## config.mk

```make
export PLATFORM = sky130hd
export DESIGN_NAME = ecc_err_status_reg
export DESIGN_NICKNAME = d
export VERILOG_FILES = /design/src/rtl/ecc_stat_pkg.sv /design/src/rtl/ecc_err_chan.sv /design/src/rtl/ecc_ctrl_regs.sv /design/src/rtl/ecc_irq_gen.sv /design/src/rtl/ecc_err_status_reg.sv
export SDC_FILE = /design/constraint.sdc
export NUM_CORES = 1
export LEC_CHECK = 0
export ABC_CLOCK_PERIOD_IN_PS = 1000
export BUFFER_PORTS_ARGS = -buffer_cell sky130_fd_sc_hd__buf_4
export CAP_MARGIN = 15
export CORE_MARGIN = 1.5
export CORE_UTILIZATION = 32
export CTS_CLUSTER_SIZE = 24
export DETAILED_ROUTE_END_ITERATION = 10
export PLACE_DENSITY = 0.75
export SLEW_MARGIN = 20
export SYNTH_ARGS = -nofsm -noshare
export SYNTH_HDL_FRONTEND = slang
export SYNTH_SLANG_ARGS = --single-unit
```

## constraint.sdc

```tcl
create_clock -name clk -period 1 [get_ports clk]
set_input_delay 0.2 -clock clk [delete_from_list [all_inputs] [get_ports clk]]
set_output_delay 0.2 -clock clk [all_outputs]
set_load 0.02 [all_outputs]
```

## src/rtl/ecc_stat_pkg.sv

```systemverilog
`timescale 1ns/1ps
package ecc_stat_pkg;
  localparam int REG_W    = 32;
  localparam int ROW_W    = 4;
  localparam int NKIND    = 2;
  localparam int KIND_UE  = 0;
  localparam int KIND_CE  = 1;
  localparam int FLAG_LSB = 8;
  localparam int MODE_LSB = 10;
  localparam int MODE_W   = 2;
  localparam int DIAG_BIT = 12;
  localparam int EN_LSB   = 14;

  typedef enum logic [MODE_W-1:0] {
    MODE_OFF     = 2'd0,
    MODE_DETECT  = 2'd1,
    MODE_CORRECT = 2'd2,
    MODE_SCRUB   = 2'd3
  } ecc_mode_e;

  // Row fields are packed from bit 0 upward in reverse kind order:
  // corrected row lowest, uncorrectable row above it.
  function automatic int row_lsb(input int kind);
    return (NKIND - 1 - kind) * ROW_W;
  endfunction
endpackage

```

## src/rtl/ecc_err_chan.sv

```systemverilog
`timescale 1ns/1ps
module ecc_err_chan #(
  parameter int ROW_W = 4
) (
  input  logic             clk,
  input  logic             rst_n,
  input  logic             arm_i,
  input  logic             evt_i,
  input  logic [ROW_W-1:0] row_i,
  input  logic             clr_i,
  output logic             flag_o,
  output logic [ROW_W-1:0] row_o
);
  logic             flag_q, flag_d;
  logic [ROW_W-1:0] row_q;
  logic             take;
  logic             row_en;

  always_comb begin
    take   = arm_i && evt_i;
    row_en = take && (!flag_q || clr_i);
    flag_d = flag_q;
    if (take)       flag_d = 1'b1;
    else if (clr_i) flag_d = 1'b0;
  end

  always_ff @(posedge clk or negedge rst_n) begin
    if (!rst_n) begin
      flag_q <= 1'b0;
      row_q  <= '0;
    end else begin
      flag_q <= flag_d;
      if (row_en) row_q <= row_i;
    end
  end

  assign flag_o = flag_q;
  assign row_o  = row_q;
endmodule

```

## src/rtl/ecc_ctrl_regs.sv

```systemverilog
`timescale 1ns/1ps
module ecc_ctrl_regs
  import ecc_stat_pkg::*;
#(
  parameter int N = 2
) (
  input  logic        clk,
  input  logic        rst_n,
  input  logic        wr_i,
  input  ecc_mode_e   mode_wr_i,
  input  logic        diag_wr_i,
  input  logic [N-1:0] en_wr_i,
  output ecc_mode_e   mode_o,
  output logic        diag_o,
  output logic [N-1:0] en_o
);
  ecc_mode_e    mode_q, mode_d;
  logic         diag_q, diag_d;
  logic [N-1:0] en_q, en_d;

  always_comb begin
    mode_d = mode_q;
    diag_d = diag_q;
    en_d   = en_q;
    if (wr_i) begin
      mode_d = mode_wr_i;
      diag_d = diag_wr_i;
      en_d   = en_wr_i;
    end
  end

  always_ff @(posedge clk or negedge rst_n) begin
    if (!rst_n) begin
      mode_q <= MODE_OFF;
      diag_q <= 1'b0;
      en_q   <= '0;
    end else begin
      mode_q <= mode_d;
      diag_q <= diag_d;
      en_q   <= en_d;
    end
  end

  assign mode_o = mode_q;
  assign diag_o = diag_q;
  assign en_o   = en_q;
endmodule

```

## src/rtl/ecc_irq_gen.sv

```systemverilog
`timescale 1ns/1ps
module ecc_irq_gen #(
  parameter int N = 2
) (
  input  logic         clk,
  input  logic         rst_n,
  input  logic [N-1:0] flag_i,
  input  logic [N-1:0] en_i,
  output logic         irq_o
);
  logic irq_q, irq_d;

  always_comb irq_d = |(flag_i & en_i);

  always_ff @(posedge clk or negedge rst_n) begin
    if (!rst_n) irq_q <= 1'b0;
    else        irq_q <= irq_d;
  end

  assign irq_o = irq_q;
endmodule

```

## src/rtl/ecc_err_status_reg.sv

```systemverilog
`timescale 1ns/1ps
module ecc_err_status_reg
  import ecc_stat_pkg::*;
(
  input  logic             clk,
  input  logic             rst_n,
  input  logic             ue_pulse_i,
  input  logic [ROW_W-1:0] ue_row_i,
  input  logic             ce_pulse_i,
  input  logic [ROW_W-1:0] ce_row_i,
  input  logic             reg_wr_i,
  input  logic [REG_W-1:0] reg_wdata_i,
  output logic [REG_W-1:0] reg_rdata_o,
  output logic             err_irq_o,
  output logic             ecc_active_o
);
  logic [NKIND-1:0]            evt;
  logic [NKIND-1:0][ROW_W-1:0] row_in;
  logic [NKIND-1:0]            clr;
  logic [NKIND-1:0]            flag;
  logic [NKIND-1:0][ROW_W-1:0] row_cap;
  logic [NKIND-1:0]            en;
  ecc_mode_e                   mode;
  logic                        diag;
  logic                        armed;
  logic                        unused_wbits;

  assign evt[KIND_UE]    = ue_pulse_i;
  assign evt[KIND_CE]    = ce_pulse_i;
  assign row_in[KIND_UE] = ue_row_i;
  assign row_in[KIND_CE] = ce_row_i;
  assign armed           = (mode != MODE_OFF);
  assign unused_wbits    = ^{reg_wdata_i[REG_W-1:EN_LSB+NKIND],
                             reg_wdata_i[DIAG_BIT+1],
                             reg_wdata_i[FLAG_LSB-1:0]};

  ecc_ctrl_regs #(.N(NKIND)) u_ctrl (
    .clk       (clk),
    .rst_n     (rst_n),
    .wr_i      (reg_wr_i),
    .mode_wr_i (ecc_mode_e'(reg_wdata_i[MODE_LSB +: MODE_W])),
    .diag_wr_i (reg_wdata_i[DIAG_BIT]),
    .en_wr_i   (reg_wdata_i[EN_LSB +: NKIND]),
    .mode_o    (mode),
    .diag_o    (diag),
    .en_o      (en)
  );

  for (genvar k = 0; k < NKIND; k++) begin : g_chan
    assign clr[k] = reg_wr_i && reg_wdata_i[FLAG_LSB + k];

    ecc_err_chan #(.ROW_W(ROW_W)) u_chan (
      .clk    (clk),
      .rst_n  (rst_n),
      .arm_i  (armed),
      .evt_i  (evt[k]),
      .row_i  (row_in[k]),
      .clr_i  (clr[k]),
      .flag_o (flag[k]),
      .row_o  (row_cap[k])
    );
  end

  ecc_irq_gen #(.N(NKIND)) u_irq (
    .clk    (clk),
    .rst_n  (rst_n),
    .flag_i (flag),
    .en_i   (en),
    .irq_o  (err_irq_o)
  );

  always_comb begin
    reg_rdata_o = '0;
    for (int k = 0; k < NKIND; k++) begin
      reg_rdata_o[FLAG_LSB + k]           = flag[k];
      reg_rdata_o[EN_LSB + k]             = en[k];
      reg_rdata_o[row_lsb(k) +: ROW_W]    = row_cap[k];
    end
    reg_rdata_o[MODE_LSB +: MODE_W] = mode;
    reg_rdata_o[DIAG_BIT]           = diag;
  end

  assign ecc_active_o = armed;
endmodule

```

==> impl_metrics.yaml, run 1 <==
timing:
  setup_ws_ns: -0.266
  max_freq_ghz: 0.790
  rsz0062_at_grt: "yes"
  period_minus_slack_ns: 1.27
  finalHoldViolCount: 0
  hold_ws_ns: 0.146
  setup_violations: 27
  slew_violations: 0
  final.period_utilization: 1.27
  skew_ns: 0.00723
worst_setup_path:
  cp-start-kind: "register"
  crit_start: "u_ctrl.mode_o[1]$_DFFE_PN0P_"
  worstReg2RegEnd: "g_chan[0].u_chan.row_o[1]$_DFFE_PN0P_"
  r2r.worst_path.cells: 4
  path_class: "reg -> out"
  crit_end: "ecc_active_o"
  critPathRequiredTime_ns: 0.80
  r2r-start: "u_ctrl.mode_o[1]$_DFFE_PN0P_"
  critPathArrivalTime_ns: 1.07
  cp-end-kind: "output port"
  reg2reg_slack_ns: -0.24
  cp_max_fo: 3
cells_and_area:
  n_antenna_cell: 0
  multi_input_area_sq_um: 360
  fin_nets: 166
  drive_above_1_share: 0.692
  area_delta_synth_final_pct: 67.1
  nFillCells: 231
  regArea_sq_um: 403
  layout_commonest_cell: "buf_4"
  final_cell_mix: "34 x buf_4, 23 x buf_6, 17 x conb_1"
  postLayoutCoreUtil: 0.560
drt:
  drtPass1Iterations: 2
  drt-vias-per-instance: 4.05
  ant_nets: 0
  num_vias: 607
  drc: 0
  wl_per_cell_microns: 12.1
  drtIter0Drc: 1
  wl_microns: 1820
yosys:
  yosys_warnings: 0
  synth_cell_type_count: 11
  synth_area_sq_um: 815
  ys_seq_elements: 16
  syn_inst: 63
  synth_area_per_cell_sq_um: 12.9
  ys_seq_area_frac: 0.492
clock_tree:
  clock-sinks: 16
  clkLatencyLatePin_ns: 0.28
  htree_levels: 1
  clk_pin_slew_worst_paths_ns: 0.10
  cts-root-buf: "clkbuf_4"
  clock_path_buffers: 2
  cts_made_buffers: 3
  cts_tree: "yes"
pwr:
  max-vdd-ir-drop_mv: 1.32
  power_density_nw_per_um2: 1770
  p_leak_nw: 0.689
  total_power_w: 0.00241
floorplan:
  rows: 18
  top_level_ports: 79
  core_sq_um: 2430
  die_area_sq_um: 2860
  die_h_microns: 53.5
  chipWidth_microns: 53.5
  start_util: 0.335
grt:
  grt_pass1_wl_microns: 2700
  track_usage: 0.138
  overflow: 0
  grt_antenna_before_repair: 0
  grt_pass1_vias: 594
  grt_start_max_net_pins: 17
run:
  maxCapViolCount: 0
placed_design:
  dp_hpwl_microns: 1220
  io_buffers: 36
  gp_congestion: 0.651
hold_path:
  min_path_cells: 2
  hold_class: "in -> reg"
run_status:
  status: "complete, but fails checks"
  violations: "negative setup slack"
-- metrics by stage --
step,setup TNS (ns),std cells,setup slack (ns),instance area (sq um)
3_3_place_gp,-1.03,130,-0.125,1070
6_report,-3.10,150,-0.266,1360
2_1_floorplan,-1.24,79,-0.152,877
4_1_cts,-3.20,144,-0.281,1310
5_1_grt,-4.20,150,-0.310,1360
3_5_place_dp,-1.09,130,-0.137,1070
-- sequential cells by signal, indices dropped and copies added, names as in the netlist --
signal / flops
g_chan.u_chan.flag_o: 2
u_ctrl.diag_o: 1
u_ctrl.mode_o: 2
u_irq.irq_o: 1
g_chan.u_chan.row_o: 8
u_ctrl.en_o: 2
-- report_power, final --
group	internal, W	switching [W]
clock	0.000221	0.000201
combinational	0.000651	0.000463
sequential	0.000780	0.0000931
total	0.00165	0.000757
-- per-layer routing --
layer	vias to the layer above	part of all wire	global-route usage
li1	287	-	-
met1	296	0.39	0.151
met2	24	0.56	0.257
met3	0	0.056	0.0282
met4	0	0	0.0513
met5	-	0	0
-- layout make-up --
type,instances,area share
Multi-Input combinational cell,42,0.265
Sequential cell,16,0.296
Timing Repair Buffer,58,0.385
Tap cell,30,0.0276
Clock buffer,4,0.0267
-- timing repair --
item	CTS	global route
pin swaps	2	3
hold buffers	1	0
setup endpoints to repair	25	28
resized for setup	33	1
endpoints found under the hold margin	16	0
buffers inserted	9	6
-- how the worst min path moves through the flow --
stage                startpoint  slack (ns)                                    end
floorplan                 rst_n        -0.1    g_chan[0].u_chan.flag_o$_DFFE_PN0P_
global placement          rst_n        0.07              u_ctrl.diag_o$_DFFE_PN0P_
detailed placement        rst_n        0.07              u_ctrl.diag_o$_DFFE_PN0P_
CTS                 ce_row_i[3]        0.13  g_chan[1].u_chan.row_o[3]$_DFFE_PN0P_
global route        ue_row_i[3]        0.14  g_chan[0].u_chan.row_o[3]$_DFFE_PN0P_
finish              ce_row_i[2]        0.15  g_chan[1].u_chan.row_o[2]$_DFFE_PN0P_
-- cell usage after synthesis --
cell type	count	area (sq um)
buf_4	20	150
dfrtp_1	16	400
mux2_2	13	146
nand2_1	4	15.0
a21oi_4	2	32.5
nand2_4	2	22.5
o21ai_2	2	17.5
a22o_1	1	8.76
buf_6	1	11.3
conb_1	1	3.75
or2_2	1	6.26
-- worst max-delay path, stage by stage (launching register included) --
cell,delay [ns]
dfrtp_2,0.42
or2_4,0.25
buf_6,0.13
-- cells by family after synthesis --
family,count (synthesis),share of synthesized area
compound gates,5,0.0722
flops,16,0.492
simple gates,7,0.0538
other cells,1,0.00460
mux,13,0.180
buf+inv,21,0.198
Note: power is estimated with default switching activity, not from simulation.
==> run 2, diff against run 1 <==
--- a/config.mk
+++ b/config.mk
@@ -8,11 +8,13 @@
 export ABC_CLOCK_PERIOD_IN_PS = 1000
 export BUFFER_PORTS_ARGS = -buffer_cell sky130_fd_sc_hd__buf_4
 export CAP_MARGIN = 15
+export CORE_ASPECT_RATIO = 0.8
 export CORE_MARGIN = 1.5
 export CORE_UTILIZATION = 32
 export CTS_CLUSTER_SIZE = 24
 export DETAILED_ROUTE_END_ITERATION = 10
 export PLACE_DENSITY = 0.75
+export REMOVE_ABC_BUFFERS = 1
 export SLEW_MARGIN = 20
 export SYNTH_ARGS = -nofsm -noshare
 export SYNTH_HDL_FRONTEND = slang
==> run 2 against run 1 <==
Compared with the run above: the run still ends with negative setup slack left; combinational power barely moved; worst hold slack got worse by 0.0034 ns; design area fell by 0.64%; critical path type unchanged; largest cell class unchanged; highest routed layer unchanged.
==> impl_metrics.yaml, run 2 (synthesized netlist as in run 1, its figures left out) <==
grt:
  use_met1: 0.149
  use_met2: 0.233
  grt_pass1_wl_microns: 2620
  overflow: 0
  grt_start_max_net_pins: 17
  track_usage: 0.125
  use_met3: 0.0318
  grt_antenna_before_repair: 0
  busiest_layer: "met2"
  grt_pass1_vias: 637
cells_and_area:
  final_cell_mix: "32 x buf_4, 24 x buf_6, 17 x conb_1"
  stdcell_count: 154
  regArea_sq_um: 400
  multi_input_area_sq_um: 364
  drive_above_1_share: 0.669
  nFillCells: 223
  postLayoutCoreUtil: 0.558
  layout_commonest_cell: "buf_4"
  area_delta_synth_final_pct: 66.1
  largest_reg_flops: 8
  fin_nets: 165
  n_antenna_cell: 0
clock_tree:
  clkLatencyLatePin_ns: 0.28
  clock_path_buffers: 2
  cts_made_buffers: 3
  clock-sinks: 16
  cts-root-buf: "clkbuf_4"
  cts_tree: "yes"
  htree_levels: 1
  clk_pin_slew_worst_paths_ns: 0.09
timing:
  rsz0062_at_grt: "yes"
  setup_ws_ns: -0.273
  setup_tns_ns: -3.05
  skew_ns: 0.00516
  final.period_utilization: 1.27
  slew_violations: 0
  finalHoldViolCount: 0
  max_freq_ghz: 0.785
  setup_violations: 26
  period_minus_slack_ns: 1.27
drt:
  num_vias: 611
  ant_nets: 0
  wl_per_cell_microns: 11.0
  drtPass1Iterations: 1
  drt-vias-per-instance: 3.97
  drc: 0
  drtIter0Drc: 0
  wl_microns: 1690
floorplan:
  die_h_microns: 48.1
  chipWidth_microns: 59.4
  start_util: 0.336
  core_sq_um: 2420
  rows: 16
  top_level_ports: 79
  die_area_sq_um: 2860
pwr:
  max-vdd-ir-drop_mv: 0.810
  p_leak_nw: 0.685
  total_power_w: 0.00230
  power_density_nw_per_um2: 1700
run_status:
  status: "complete, but fails checks"
  violations: "negative setup slack"
worst_setup_path:
  critPathRequiredTime_ns: 0.80
  cp-start-kind: "register"
  r2r-start: "u_ctrl.mode_o[1]$_DFFE_PN0P_"
  path_class: "reg -> out"
  r2r.worst_path.cells: 4
  cp-end-kind: "output port"
  reg2reg_slack_ns: -0.24
  cp_max_fo: 3
  critPathArrivalTime_ns: 1.07
  worstReg2RegEnd: "g_chan[1].u_chan.row_o[2]$_DFFE_PN0P_"
placed_design:
  pre_cts_slack_ns: -0.172
  io_buffers: 36
  dp.cells: 136
  gp_congestion: 0.663
run:
  maxCapViolCount: 0
hold_path:
  hold_class: "in -> reg"
  worst_hold_path.endpoint: "u_ctrl.mode_o[0]$_DFFE_PN0P_"
  min_from: "reg_wdata_i[10]"
  min_path_cells: 2
==> run 2: area by class of cell <==
type                       count  area share
tap                           36      0.0333
multi-input combinational     42       0.269
sequential                    16       0.296
clock buffer                   3      0.0167
timing repair buffer          57       0.385
==> run 2: worst max path at each step <==
stage	depth (start not counted)	endpoint	start	slack [ns]
finish	2	ecc_active_o	u_ctrl.mode_o[0]$_DFFE_PN0P_	-0.27
floorplan	3	g_chan[0].u_chan.row_o[0]$_DFFE_PN0P_	u_ctrl.mode_o[0]$_DFFE_PN0P_	-0.24
detailed placement	3	g_chan[1].u_chan.row_o[2]$_DFFE_PN0P_	u_ctrl.mode_o[0]$_DFFE_PN0P_	-0.17
CTS	2	ecc_active_o	u_ctrl.mode_o[0]$_DFFE_PN0P_	-0.29
global placement	3	g_chan[0].u_chan.row_o[3]$_DFFE_PN0P_	u_ctrl.mode_o[0]$_DFFE_PN0P_	-0.16
global route	2	ecc_active_o	u_ctrl.mode_o[0]$_DFFE_PN0P_	-0.32
==> run 2: worst max-delay path, stage by stage (launching register included) <==
cell and delay, ns:
dfrtp_1 0.41, or2_4 0.25, buf_6 0.13
==> run 2: stage by stage <==
stage          cell area [sq um]  hold WS [ns]
4_1_cts                     1330         0.128
3_5_place_dp                1070        0.0736
3_3_place_gp                1070        0.0702
2_1_floorplan                713       -0.0956
5_1_grt                     1350         0.127
6_report                    1350         0.142
==> run 2: layer usage <==
metal,share of wire,routed length [microns],vias up
met2,0.56,947,27
met5,0,0,-
met4,0,0,0
met3,0.062,104,0
met1,0.38,638,299
li1,-,-,285
==> run 2: where the power goes <==
part	switching [W]	internal [W]
Combinational	0.000449	0.000642
Sequential	0.0000941	0.000779
Clock	0.000195	0.000139
==> run 2: repair_timing <==
| action | 4_1_cts | 5_1_grt |
|---|---|---|
| pin swaps | 1 | 1 |
| hold buffers | 1 | 0 |
| endpoints found under the setup margin | 25 | 27 |
| setup buffers | 12 | 2 |
| resized for setup | 35 | 1 |
| endpoints found under the hold margin | 16 | 0 |
==> run 3, diff against run 2 <==
--- a/config.mk
+++ b/config.mk
@@ -13,7 +13,7 @@
 export CORE_UTILIZATION = 32
 export CTS_CLUSTER_SIZE = 24
 export DETAILED_ROUTE_END_ITERATION = 10
-export PLACE_DENSITY = 0.75
+export PLACE_DENSITY = 0.82
 export REMOVE_ABC_BUFFERS = 1
 export SLEW_MARGIN = 20
 export SYNTH_ARGS = -nofsm -noshare
==> run 3 against run 2 <==
Compared with the run above: total power decreased by 6.3%; cell count is 3.9% lower; largest cell class unchanged; the run still ends with negative setup slack left; critical path depth stayed put.
==> impl_metrics.yaml, run 3 (synthesized netlist as in run 1, its figures left out) <==
run_status:
  status: "complete, but fails checks"
  violations: "negative setup slack"
grt:
  grt_pass1_wl_microns: 2330
  grt_pass1_vias: 535
  grt_start_max_net_pins: 17
  overflow: 0
  grt_antenna_before_repair: 0
  track_usage: 0.117
floorplan:
  core_sq_um: 2420
  die_h_microns: 48.1
  chipWidth_microns: 59.4
  start_util: 0.336
  rows: 16
  die_area_sq_um: 2860
  top_level_ports: 79
cells_and_area:
  layout_commonest_cell: "buf_4"
  largest_reg_flops: 8
  fin_nets: 159
  drive_above_1_share: 0.652
  stdcell_count: 148
  area_delta_synth_final_pct: 54.1
  n_antenna_cell: 0
  fin_area_sq_um: 1250
  nFillCells: 215
  final_cell_mix: "27 x buf_4, 23 x buf_6, 17 x conb_1"
timing:
  final.period_utilization: 1.26
  max_freq_ghz: 0.793
  period_minus_slack_ns: 1.26
  slew_violations: 0
  rsz0062_at_grt: "yes"
  finalHoldViolCount: 0
  setup_violations: 24
  setup_tns_ns: -3.02
  skew_ns: 0.00839
  setup_ws_ns: -0.261
drt:
  drt-vias-per-instance: 3.88
  wl_microns: 1610
  drtPass1Iterations: 2
  wl_per_cell_microns: 10.9
  drtIter0Drc: 2
  drc: 0
  num_vias: 574
  ant_nets: 0
pwr:
  power_density_nw_per_um2: 1720
  p_leak_nw: 0.620
  max-vdd-ir-drop_mv: 0.798
clock_tree:
  clock-sinks: 16
  clkLatencyLatePin_ns: 0.29
  clk_pin_slew_worst_paths_ns: 0.09
  clock_path_buffers: 2
  cts-root-buf: "clkbuf_4"
  cts_tree: "yes"
  cts_made_buffers: 3
  htree_levels: 1
worst_setup_path:
  cp-start-kind: "register"
  worstReg2RegEnd: "g_chan[0].u_chan.row_o[1]$_DFFE_PN0P_"
  cp_max_fo: 3
  critPathRequiredTime_ns: 0.80
  r2r.worst_path.cells: 4
  cp-end-kind: "output port"
  r2r-start: "u_ctrl.mode_o[1]$_DFFE_PN0P_"
  critPathArrivalTime_ns: 1.06
  reg2reg_slack_ns: -0.26
  path_class: "reg -> out"
run:
  maxCapViolCount: 0
hold_path:
  worst_hold_path.endpoint: "g_chan[0].u_chan.row_o[0]$_DFFE_PN0P_"
  min_from: "ue_row_i[0]"
  min_path_cells: 2
  hold_class: "in -> reg"
placed_design:
  dp.cells: 135
  dp_hpwl_microns: 1230
  gp_congestion: 0.656
  placed_area_sq_um: 1070
  io_buffers: 36
## run 3: layer usage
| layer | up-vias | global-route usage | wire [microns] |
|---|---|---|---|
| met2 | 30 | 0.224 | 880 |
| li1 | 274 | - | - |
| met3 | 0 | 0.0557 | 113 |
| met5 | - | 0 | 0 |
| met1 | 270 | 0.124 | 615 |
| met4 | 0 | 0.0136 | 0 |
## run 3: cell type report
| type | count | area (sq um) | area share |
|---|---|---|---|
| clock buffers | 3 | 22.5 | 0.0179 |
| multi-input cells | 42 | 315 | 0.251 |
| flip-flops and latches | 16 | 400 | 0.319 |
| well taps | 36 | 45.0 | 0.0359 |
| repair buffers | 51 | 472 | 0.376 |
## run 3: worst max-delay path by stage
stage                                       from                                    end  slack (ns)
detailed placement  u_ctrl.mode_o[0]$_DFFE_PN0P_  g_chan[0].u_chan.row_o[1]$_DFFE_PN0P_       -0.20
floorplan           u_ctrl.mode_o[0]$_DFFE_PN0P_  g_chan[0].u_chan.row_o[0]$_DFFE_PN0P_       -0.24
CTS                 u_ctrl.mode_o[1]$_DFFE_PN0P_                           ecc_active_o       -0.29
finish              u_ctrl.mode_o[1]$_DFFE_PN0P_                           ecc_active_o       -0.26
global placement    u_ctrl.mode_o[0]$_DFFE_PN0P_  g_chan[0].u_chan.row_o[3]$_DFFE_PN0P_       -0.19
global route        u_ctrl.mode_o[1]$_DFFE_PN0P_  g_chan[0].u_chan.row_o[0]$_DFFE_PN0P_       -0.33
## run 3: what timing repair did
| item | CTS | global route |
|---|---|---|
| endpoints found under the setup margin | 25 | 26 |
| hold buffers | 1 | 0 |
| resized for setup | 23 | 1 |
| endpoints found under the hold margin | 16 | 0 |
| setup buffers | 9 | 1 |
## run 3: metrics by stage
step                      setup slack, ns   util  hold WS (ns)  power, W
after floorplan                    -0.242      -       -0.0956   0.00126
after global placement             -0.188  0.440        0.0696   0.00160
after detailed placement           -0.204  0.440        0.0763   0.00162
after CTS                          -0.285  0.513         0.134   0.00216
after global routing               -0.334  0.518         0.124   0.00229
final                              -0.261  0.518         0.138   0.00215
## run 3: critical path, stage by stage (launching register included)
cell	delay [ns]
dfrtp_1	0.41
or2_4	0.24
buf_6	0.13
## run 3: report_power, final
part	switching [W]	internal (W)
Clock	0.000198	0.000140
Sequential	0.0000880	0.000778
Combinational	0.000421	0.000528
Total	0.000707	0.00145
